`config.mk`:
```
export PLATFORM = sky130hd
export DESIGN_NAME = tmr_bank
export DESIGN_NICKNAME = d
export VERILOG_FILES = /design/src/rtl/tmr_pkg.sv /design/src/rtl/tmr_regs.sv /design/src/rtl/tmr_tick_sel.sv /design/src/rtl/tmr_core.sv /design/src/rtl/tmr_bank.sv
export SDC_FILE = /design/constraint.sdc
export NUM_CORES = 1
export LEC_CHECK = 0
export BUFFER_PORTS_ARGS = -buffer_cell sky130_fd_sc_hd__buf_4
export CORE_UTILIZATION = 60
export DETAILED_ROUTE_END_ITERATION = 10
export GPL_TIMING_DRIVEN = 1
export PLACE_DENSITY_LB_ADDON = 0.05
export SYNTH_ARGS = -nofsm -noshare
export SYNTH_HDL_FRONTEND = slang
export SYNTH_SLANG_ARGS = --single-unit
```
`constraint.sdc`:
```
create_clock -name clk_i -period 3.5 [get_ports clk_i]
set_clock_uncertainty 0.05 [all_clocks]
set_input_delay 0.7 -clock clk_i [delete_from_list [all_inputs] [get_ports clk_i]]
set_output_delay 0.7 -clock clk_i [all_outputs]
set_load 0.005 [all_outputs]
```
`src/rtl/tmr_pkg.sv`:
```
package tmr_pkg;
  localparam int BYTE_W   = 8;
  localparam int CFG_W    = 3;
  localparam int START_B  = 0;
  localparam int OS_B     = 1;
  localparam int CS_B     = 2;
  localparam int REGS_PER = 3;

  typedef struct packed {
    logic clksel;
    logic one_shot;
    logic start;
  } tmr_cfg_t;
endpackage

```
`src/rtl/tmr_regs.sv`:
```
module tmr_regs
  import tmr_pkg::*;
#(
  parameter int N_TMR = 3,
  parameter int AW    = 4,
  parameter int DW    = BYTE_W,
  localparam int CW   = 2 * DW
) (
  input  logic                          clk_i,
  input  logic                          rst_ni,
  input  logic                          we_i,
  input  logic [AW-1:0]                 addr_i,
  input  logic [DW-1:0]                 wdata_i,
  input  logic [N_TMR-1:0]              hw_clr_i,
  output logic [DW-1:0]                 rdata_o,
  output tmr_cfg_t [N_TMR-1:0]          cfg_o,
  output logic [N_TMR-1:0][CW-1:0]      reload_o,
  output logic [N_TMR-1:0]              load_o
);

  tmr_cfg_t [N_TMR-1:0]         cfg_q;
  logic [N_TMR-1:0][DW-1:0]     lo_q, hi_q;
  logic [N_TMR-1:0]             cfg_sel, lo_sel, hi_sel;

  for (genvar i = 0; i < N_TMR; i++) begin : g_reg
    localparam logic [AW-1:0] BASE = AW'(REGS_PER * i);

    assign cfg_sel[i] = we_i && (addr_i == BASE);
    assign lo_sel[i]  = we_i && (addr_i == BASE + AW'(1));
    assign hi_sel[i]  = we_i && (addr_i == BASE + AW'(2));

    always_ff @(posedge clk_i or negedge rst_ni) begin
      if (!rst_ni) begin
        cfg_q[i] <= '0;
        lo_q[i]  <= '0;
        hi_q[i]  <= '0;
      end else begin
        if (cfg_sel[i])       cfg_q[i] <= tmr_cfg_t'(wdata_i[CFG_W-1:0]);
        else if (hw_clr_i[i]) cfg_q[i].start <= 1'b0;
        if (lo_sel[i]) lo_q[i] <= wdata_i;
        if (hi_sel[i]) hi_q[i] <= wdata_i;
      end
    end

    assign reload_o[i] = {hi_q[i], lo_q[i]};
    assign load_o[i]   = cfg_sel[i] && wdata_i[START_B];

    AST_HW_CLR_START: assert property (@(posedge clk_i) disable iff (!rst_ni)
      (hw_clr_i[i] && !cfg_sel[i]) |=> !cfg_o[i].start);
    AST_LOAD_SETS_START: assert property (@(posedge clk_i) disable iff (!rst_ni)
      load_o[i] |=> cfg_o[i].start);
  end

  assign cfg_o = cfg_q;

  always_comb begin
    rdata_o = '0;
    for (int i = 0; i < N_TMR; i++) begin
      if (addr_i == AW'(REGS_PER * i))     rdata_o = {{(DW-CFG_W){1'b0}}, cfg_q[i]};
      if (addr_i == AW'(REGS_PER * i + 1)) rdata_o = lo_q[i];
      if (addr_i == AW'(REGS_PER * i + 2)) rdata_o = hi_q[i];
    end
  end

endmodule

```
`src/rtl/tmr_tick_sel.sv`:
```
module tmr_tick_sel #(
  parameter int N_TMR     = 3,
  parameter int SENSE_IDX = 1
) (
  input  logic             slow_tick_i,
  input  logic             presc_tick_i,
  input  logic             sense_mode_i,
  input  logic [N_TMR-1:0] clksel_i,
  output logic [N_TMR-1:0] tick_o
);

  for (genvar i = 0; i < N_TMR; i++) begin : g_sel
    if (i == SENSE_IDX) begin : g_ovr
      assign tick_o[i] = sense_mode_i ? presc_tick_i
                                      : (clksel_i[i] | slow_tick_i);
    end else begin : g_std
      assign tick_o[i] = clksel_i[i] | slow_tick_i;
    end
  end

endmodule

```
`src/rtl/tmr_core.sv`:
```
module tmr_core #(
  parameter int CW     = 16,
  parameter bit HAS_TC = 1'b0
) (
  input  logic          clk_i,
  input  logic          rst_ni,
  input  logic          load_i,
  input  logic          run_i,
  input  logic          one_shot_i,
  input  logic          tick_i,
  input  logic [CW-1:0] reload_i,
  output logic          tc_o,
  output logic          done_o
);

  logic [CW-1:0] cnt_q;
  logic          at_zero, step;

  assign at_zero = (cnt_q == '0);
  assign step    = run_i && tick_i;

  always_ff @(posedge clk_i or negedge rst_ni) begin
    if (!rst_ni) begin
      cnt_q <= '0;
    end else if (load_i) begin
      cnt_q <= reload_i;
    end else if (step) begin
      if (!at_zero)         cnt_q <= cnt_q - 1'b1;
      else if (!one_shot_i) cnt_q <= reload_i;
    end
  end

  assign done_o = step && at_zero && one_shot_i;

  if (HAS_TC) begin : g_tc
    assign tc_o = run_i && at_zero;
  end else begin : g_no_tc
    assign tc_o = 1'b0;
  end

  AST_LOAD_VALUE: assert property (@(posedge clk_i) disable iff (!rst_ni)
    load_i |=> (cnt_q == $past(reload_i)));
  AST_DEC_ON_TICK: assert property (@(posedge clk_i) disable iff (!rst_ni)
    (step && !load_i && !at_zero) |=> (cnt_q == $past(cnt_q) - 1'b1));
  AST_HOLD_NO_TICK: assert property (@(posedge clk_i) disable iff (!rst_ni)
    (!load_i && !step) |=> $stable(cnt_q));
  AST_WRAP_RELOAD: assert property (@(posedge clk_i) disable iff (!rst_ni)
    (step && !load_i && at_zero && !one_shot_i) |=> (cnt_q == $past(reload_i)));

endmodule

```
`src/rtl/tmr_bank.sv`:
```
module tmr_bank
  import tmr_pkg::*;
#(
  parameter int N_TMR     = 3,
  parameter int AW        = 4,
  parameter int DW        = BYTE_W,
  parameter int TC_IDX    = 0,
  parameter int SENSE_IDX = 1,
  localparam int CW       = 2 * DW
) (
  input  logic          clk_i,
  input  logic          rst_ni,
  input  logic          bus_we_i,
  input  logic [AW-1:0] bus_addr_i,
  input  logic [DW-1:0] bus_wdata_i,
  output logic [DW-1:0] bus_rdata_o,
  input  logic          slow_tick_i,
  input  logic          presc_tick_i,
  input  logic          sense_mode_i,
  output logic          tc_o,
  output logic          sense_start_o
);

  tmr_cfg_t [N_TMR-1:0]     cfg;
  logic [N_TMR-1:0][CW-1:0] reload;
  logic [N_TMR-1:0]         load, done, tick, clksel, tc_vec;

  tmr_regs #(.N_TMR(N_TMR), .AW(AW), .DW(DW)) u_regs (
    .clk_i    (clk_i),
    .rst_ni   (rst_ni),
    .we_i     (bus_we_i),
    .addr_i   (bus_addr_i),
    .wdata_i  (bus_wdata_i),
    .hw_clr_i (done),
    .rdata_o  (bus_rdata_o),
    .cfg_o    (cfg),
    .reload_o (reload),
    .load_o   (load)
  );

  for (genvar i = 0; i < N_TMR; i++) begin : g_cs
    assign clksel[i] = cfg[i].clksel;
  end

  tmr_tick_sel #(.N_TMR(N_TMR), .SENSE_IDX(SENSE_IDX)) u_tick (
    .slow_tick_i  (slow_tick_i),
    .presc_tick_i (presc_tick_i),
    .sense_mode_i (sense_mode_i),
    .clksel_i     (clksel),
    .tick_o       (tick)
  );

  for (genvar i = 0; i < N_TMR; i++) begin : g_tmr
    tmr_core #(.CW(CW), .HAS_TC(i == TC_IDX)) u_core (
      .clk_i      (clk_i),
      .rst_ni     (rst_ni),
      .load_i     (load[i]),
      .run_i      (cfg[i].start),
      .one_shot_i (cfg[i].one_shot),
      .tick_i     (tick[i]),
      .reload_i   (reload[i]),
      .tc_o       (tc_vec[i]),
      .done_o     (done[i])
    );
  end

  assign tc_o          = |tc_vec;
  assign sense_start_o = cfg[SENSE_IDX].start;

  AST_TC_ONE_TICK: assert property (@(posedge clk_i) disable iff (!rst_ni)
    (tc_o && tick[TC_IDX] && !bus_we_i &&
     (cfg[TC_IDX].one_shot || reload[TC_IDX] != '0)) |=> !tc_o);
  AST_TC_NEEDS_START: assert property (@(posedge clk_i) disable iff (!rst_ni)
    tc_o |-> cfg[TC_IDX].start);
  AST_SENSE_FALL_ONESHOT: assert property (@(posedge clk_i) disable iff (!rst_ni)
    ($fell(sense_start_o) && !$past(bus_we_i)) |-> $past(cfg[SENSE_IDX].one_shot));

endmodule

```
# Yosys cells after proc, flatten, opt, wreduce, memory -nomap -nowiden
# Cells that the tools add are included.
# word_totals
ff_bits	105
latch_bits	0
ram_bits	0
romBits	0
in_bits	18
out_inout_bits	10
elab_cells	98
mem_count	0
# op_classes
n_addsub	3
multipliers	0
div	0
order_cmp	0
n_eq_ne	11
n_shift	0
muxes	28
bitwise_logic	3
n_reduce_logical	35
# ops
op	count
$mux 16	12
$mux 8	8
$logic_not 16->1	3
$sub 16x1->16 const B	3
$logic_and 1x1->1	22
$eq 4x3->1 const B	4
$reduce_bool 2->1	6
$ne 3x2->1 const B	3
$eq 4x2->1 const B	2
$mux 1	7
$reduce_and 2->1	3
$eq 4x1->1 const B	1
$eq 4x4->1 const B	1
$logic_not 4->1	1
$mux 3	1
$or 1x1->1	3

# Logic depth before layout (Yosys ltp)
# depth
depth_word	10
depth_mapped	9
ltp_nobuf	7

# Hierarchy
# A second synthesis with hierarchy kept.
# hier_totals
cells_unflattened	653
hier_area_um2	6590.1
# by_module_without_submodules
mod	instances	cells_per_inst	area_per_inst_um2	seq_area_each_um2
tmr_regs	1	220	2895.3	1426.4
tmr_core (g_tmr[2].u_core)	1	145	1247.4	400.4
tmr_core (g_tmr[1].u_core)	1	149	1236.2	400.4
tmr_core (g_tmr[0].u_core)	1	133	1179.9	400.4
tmr_tick_sel	1	5	25.0	0.0
tmr_bank	1	1	6.3	0.0

# Least setup slack after synthesis
# No wires, ideal clock.
# synth_path
kind	input to output
from	input port bus_addr_i[3]
to	output port bus_rdata_o[3]
t_arrival_ns	1.962
t_required_ns	2.750
setup_slack_ns	0.788
cell_stages	5
path_buffers	1
cell_sequence	clkbuf_1 nor4b_1 a21oi_1 a2bb2oi_1 a21oi_1
# synth_via
elab_chain_len	9
word_cells_on_any_way	16
classes_between	8 x eq/ne; 8 x mux
# synth_lines
element	line	source
from (decl)	tmr_bank.sv:14	input logic [AW-1:0] bus_addr_i,
$eq 4x1->1	tmr_regs.sv:60	if (addr_i == AW'(REGS_PER * i + 1)) rdata_o = lo_q[i];
$mux 8	tmr_regs.sv:60	
$mux 8	tmr_regs.sv:61	if (addr_i == AW'(REGS_PER * i + 2)) rdata_o = hi_q[i];
$mux 8	tmr_regs.sv:59	if (addr_i == AW'(REGS_PER * i)) rdata_o = {{(DW-CFG_W){1'b0}}, cfg_q[i]};
$mux 8	tmr_regs.sv:60	
$mux 8	tmr_regs.sv:61	
$mux 8	tmr_regs.sv:59	
$mux 8	tmr_regs.sv:60	
$mux 8 *	tmr_regs.sv:61	
to (decl)	tmr_bank.sv:16	output logic [DW-1:0] bus_rdata_o,
# Mark *: on every way between the ends. The rest lies on a longest branch, timed or not.

# Worst setup path after layout
# layout_path
from	input port bus_addr_i[2]
to	output port bus_rdata_o[3]
# Same word-level chain as after synthesis.

==> impl_metrics.py <==
metrics = {
    "sta": {
        "worst_hold_slack_ns": 0.334,
        "max_clock_freq_mhz": 318,
        "final.period_utilization": 0.897,
        "final-max-slew-violation-count": 0,
        "setup_repair_after_global_routing_missed_its_margin": "false",
        "finalSetupTns_ns": 0,
        "worstMarginPinSlew_ns": 1.26,
        "timing.final.setup_violations": 0,
        "timing.max_slew.rel_slack": 0.160,
        "report.final.hold_viol_count": 0,
        "period_minus_slack_ns": 3.14,
    },
    "synth": {
        "synth_async_sr_flop_share": 1.00,
        "synth_sequential_area_ratio": 0.429,
        "synth.avg_cell_area_um2": 10.0,
        "mappedNetlistArea_um2": 6120,
        "synth.distinct_cells": 63,
        "syn-instance-count": 612,
        "synth_top_cell_by_area": "sky130_fd_sc_hd__dfrtp_1",
        "synth.net_count": 636,
        "most_instantiated_flip_flop_cell_in_the_synthesis_netlist": "sky130_fd_sc_hd__dfrtp_1",
        "yosysWarningCount": 0,
        "synth-seq-cells": 105,
        "synth_top_cell_area_share": 0.429,
        "synth_edf_count": 0,
        "synth_area_leaders": "sky130_fd_sc_hd__dfrtp_1, sky130_fd_sc_hd__mux2_2, sky130_fd_sc_hd__mux2i_1, sky130_fd_sc_hd__o2bb2ai_1, sky130_fd_sc_hd__o21ai_0",
    },
    "route": {
        "drt-total-wl_um": 15800,
        "ant_nets": 0,
        "detailedRoute.firstPassIterationCount": 6,
        "via_count_of_the_routed_design": 5173,
        "detail_route.drc_violations": 0,
        "drt_first_iter_violations": 423,
        "wl_per_cell_um": 20.7,
        "viasPerCell": 6.76,
    },
    "clocking": {
        "clock_latency_ns": 0.39,
        "cts.hold.buffers_added": 0,
        "cts_setup_buffers": 0,
        "clk_pin_slew_worst_paths_ns": 0.10,
        "count_of_instances_resized_after_the_clock_tree_is_built": 0,
        "ctsHtreeMaxLevel": 3,
        "cts_root_buf": "sky130_fd_sc_hd__clkbuf_8",
        "cts_tree": "done",
        "cts.sink_count": 105,
        "cts-root-to-sink-buffers": 2,
        "cts_buffers": 9,
    },
    "pwr": {
        "worst_ir_drop_vdd_uv": 341,
        "p_leak_nw": 2.81,
        "p_per_area_nw_per_um2": 535,
        "design_power_total_mw": 3.53,
    },
    "die": {
        "dieHeight_um": 103,
        "top_level_ports": 28,
        "site_row_count": 36,
        "core-area_um2": 9820,
        "die-width_um": 103,
        "full_die_area_um2": 10600,
        "start_util": 0.623,
    },
    "worst_setup_path": {
        "timing.critical_path.fanout_max": 22,
        "cp_data_required_time_ns": 2.75,
        "arrival_ns": 2.39,
        "timing.critical_path.to_type": "output port",
        "cp-start-kind": "input pin",
        "critical_path_class": "input pin to output port",
    },
    "global_routing": {
        "via_count_of_the_first_global_routing_pass": 4729,
        "grt_usage": 0.321,
        "grt_first_pass_wirelength_um": 25200,
        "pin_count_of_the_biggest_net_entering_global_routing": 60,
        "grt_remaining_overflow": 0,
        "antenna_found_initial": 0,
    },
    "placement": {
        "gp_congestion": 0.946,
        "dp_hpwl_um": 11500,
        "port_buffers": 27,
    },
    "layout": {
        "syn2layout_area_growth_pct": 7.89,
        "finish.utilization": 0.673,
        "post_route_cells_drive_above_1_share": 0.218,
        "num-nets-final": 651,
        "n_antenna_cell": 0,
    },
    "job": {
        "max_cap_viol_count": 0,
    },
    "outcome": {
        "run_status": "complete, no violations",
    },
    "hold_path": {
        "hold_path.class": "input pin to asynchronous set/reset pin",
    },
}
## flip-flops by register name, summed over array words and instances, names as in the netlist
register and cells:
g_tmr.u_core.cnt_q 48, u_regs.cfg_o 9, u_regs.reload_o 48
## layer usage
layer  up-vias  track usage  share of wire
met2       211        0.490           0.46
met1      2570        0.449           0.45
met3        31       0.0692          0.061
met4         0        0.127          0.024
li1       2361            -              -
met5         -            0              0
## per-stage QoR
stage               area [um^2]  setup WS [ns]  cells
floorplan                  6120          0.788    612
global placement           6420          0.564    749
detailed placement         6420          0.455    749
CTS                        6610          0.448    765
global route               6610          0.253    765
finish                     6610          0.359    765
## final timing paths
check / from / to / slack [ns] / cells after the start
setup / recovery: bus_addr_i[2] / bus_rdata_o[3] / 0.36 / 7
hold reg to reg: g_tmr[1].u_core.cnt_q[14] / g_tmr[1].u_core.cnt_q[14] / 0.45 / 1
min in group clk_i: g_tmr[1].u_core.cnt_q[14] / g_tmr[1].u_core.cnt_q[14] / 0.45 / 1
max in group asynchronous: rst_ni / u_regs.reload_o[31] / 2.35 / 2
setup reg to reg: g_tmr[2].u_core.cnt_q[8] / g_tmr[2].u_core.cnt_q[11] / 0.82 / 5
hold / removal: rst_ni / g_tmr[0].u_core.cnt_q[15] / 0.33 / 1
## Yosys cell counts (all sizes together) (7+ instances only)
cell,count
nor4,12
and3,8
a2bb2oi,9
clkbuf,21
o2bb2ai,26
nand2,33
nand3,10
dfrtp,105
mux2i,23
nor2,41
mux2,54
nor3,30
inv,25
buf,13
o22ai,18
o21ai,50
a21oi,28
a22oi,17
or3,7
## final cells by class
cell class,instances,area [um^2]
timing repair buffer,38,298
fill,796,3210
clock inverter,6,50.0
inverter,25,93.8
clock buffer,10,138
tap,133,166
multi-input combinational,448,3230
sequential,105,2630
## worst max-delay path, cell delays in order
cell and delay (ns):
sky130_fd_sc_hd__buf_4 0.22, sky130_fd_sc_hd__nor2b_1 0.43, sky130_fd_sc_hd__nand3b_1 0.29, sky130_fd_sc_hd__o21ai_0 0.26
sky130_fd_sc_hd__a2bb2oi_1 0.23, sky130_fd_sc_hd__a21oi_1 0.11, sky130_fd_sc_hd__buf_4 0.14
## layout by cell type (no fill, tap or decap), types with 7 or more instances in the layout
cell type | synthesis | routed
sky130_fd_sc_hd__dfrtp_1 | 105 | 105
sky130_fd_sc_hd__mux2_2 | 54 | 54
sky130_fd_sc_hd__nor2_1 | 41 | 41
sky130_fd_sc_hd__o21ai_0 | 37 | 37
sky130_fd_sc_hd__buf_4 | 1 | 37
sky130_fd_sc_hd__nand2_1 | 32 | 32
sky130_fd_sc_hd__nor3_1 | 30 | 30
sky130_fd_sc_hd__a21oi_1 | 28 | 28
sky130_fd_sc_hd__inv_1 | 25 | 25
sky130_fd_sc_hd__o2bb2ai_1 | 25 | 25
sky130_fd_sc_hd__mux2i_1 | 23 | 23
sky130_fd_sc_hd__o22ai_1 | 18 | 18
sky130_fd_sc_hd__a22oi_1 | 12 | 12
sky130_fd_sc_hd__nor4_1 | 11 | 11
sky130_fd_sc_hd__nand3_1 | 10 | 10
sky130_fd_sc_hd__clkbuf_8 | 0 | 10
sky130_fd_sc_hd__o21ai_2 | 9 | 9
sky130_fd_sc_hd__and3_1 | 8 | 8
sky130_fd_sc_hd__a2bb2oi_1 | 9 | 8
sky130_fd_sc_hd__or3_1 | 7 | 7
## cell families (layout without fill, tap and decap cells)
| group | count (synthesis) | in the layout | share of synthesized area |
|---|---|---|---|
| flip-flops | 105 | 105 | 0.429 |
| AO/OA/AOI/OAI | 179 | 179 | 0.207 |
| adder cells (fa/ha/maj) | 6 | 6 | 0.0123 |
| AND/OR/NAND/NOR | 183 | 183 | 0.159 |
| buffers and inverters | 59 | 79 | 0.0439 |
| multiplexers | 80 | 80 | 0.148 |
## power breakdown
group / internal, mW / switching, mW / leakage, nW
Sequential: 1.50 / 0.344 / 1.29
Clock: 0.290 / 0.443 / 0.100
Combinational: 0.448 / 0.510 / 1.42
Total: 2.24 / 1.30 / 2.81
Power figures use the tool's default switching activity.
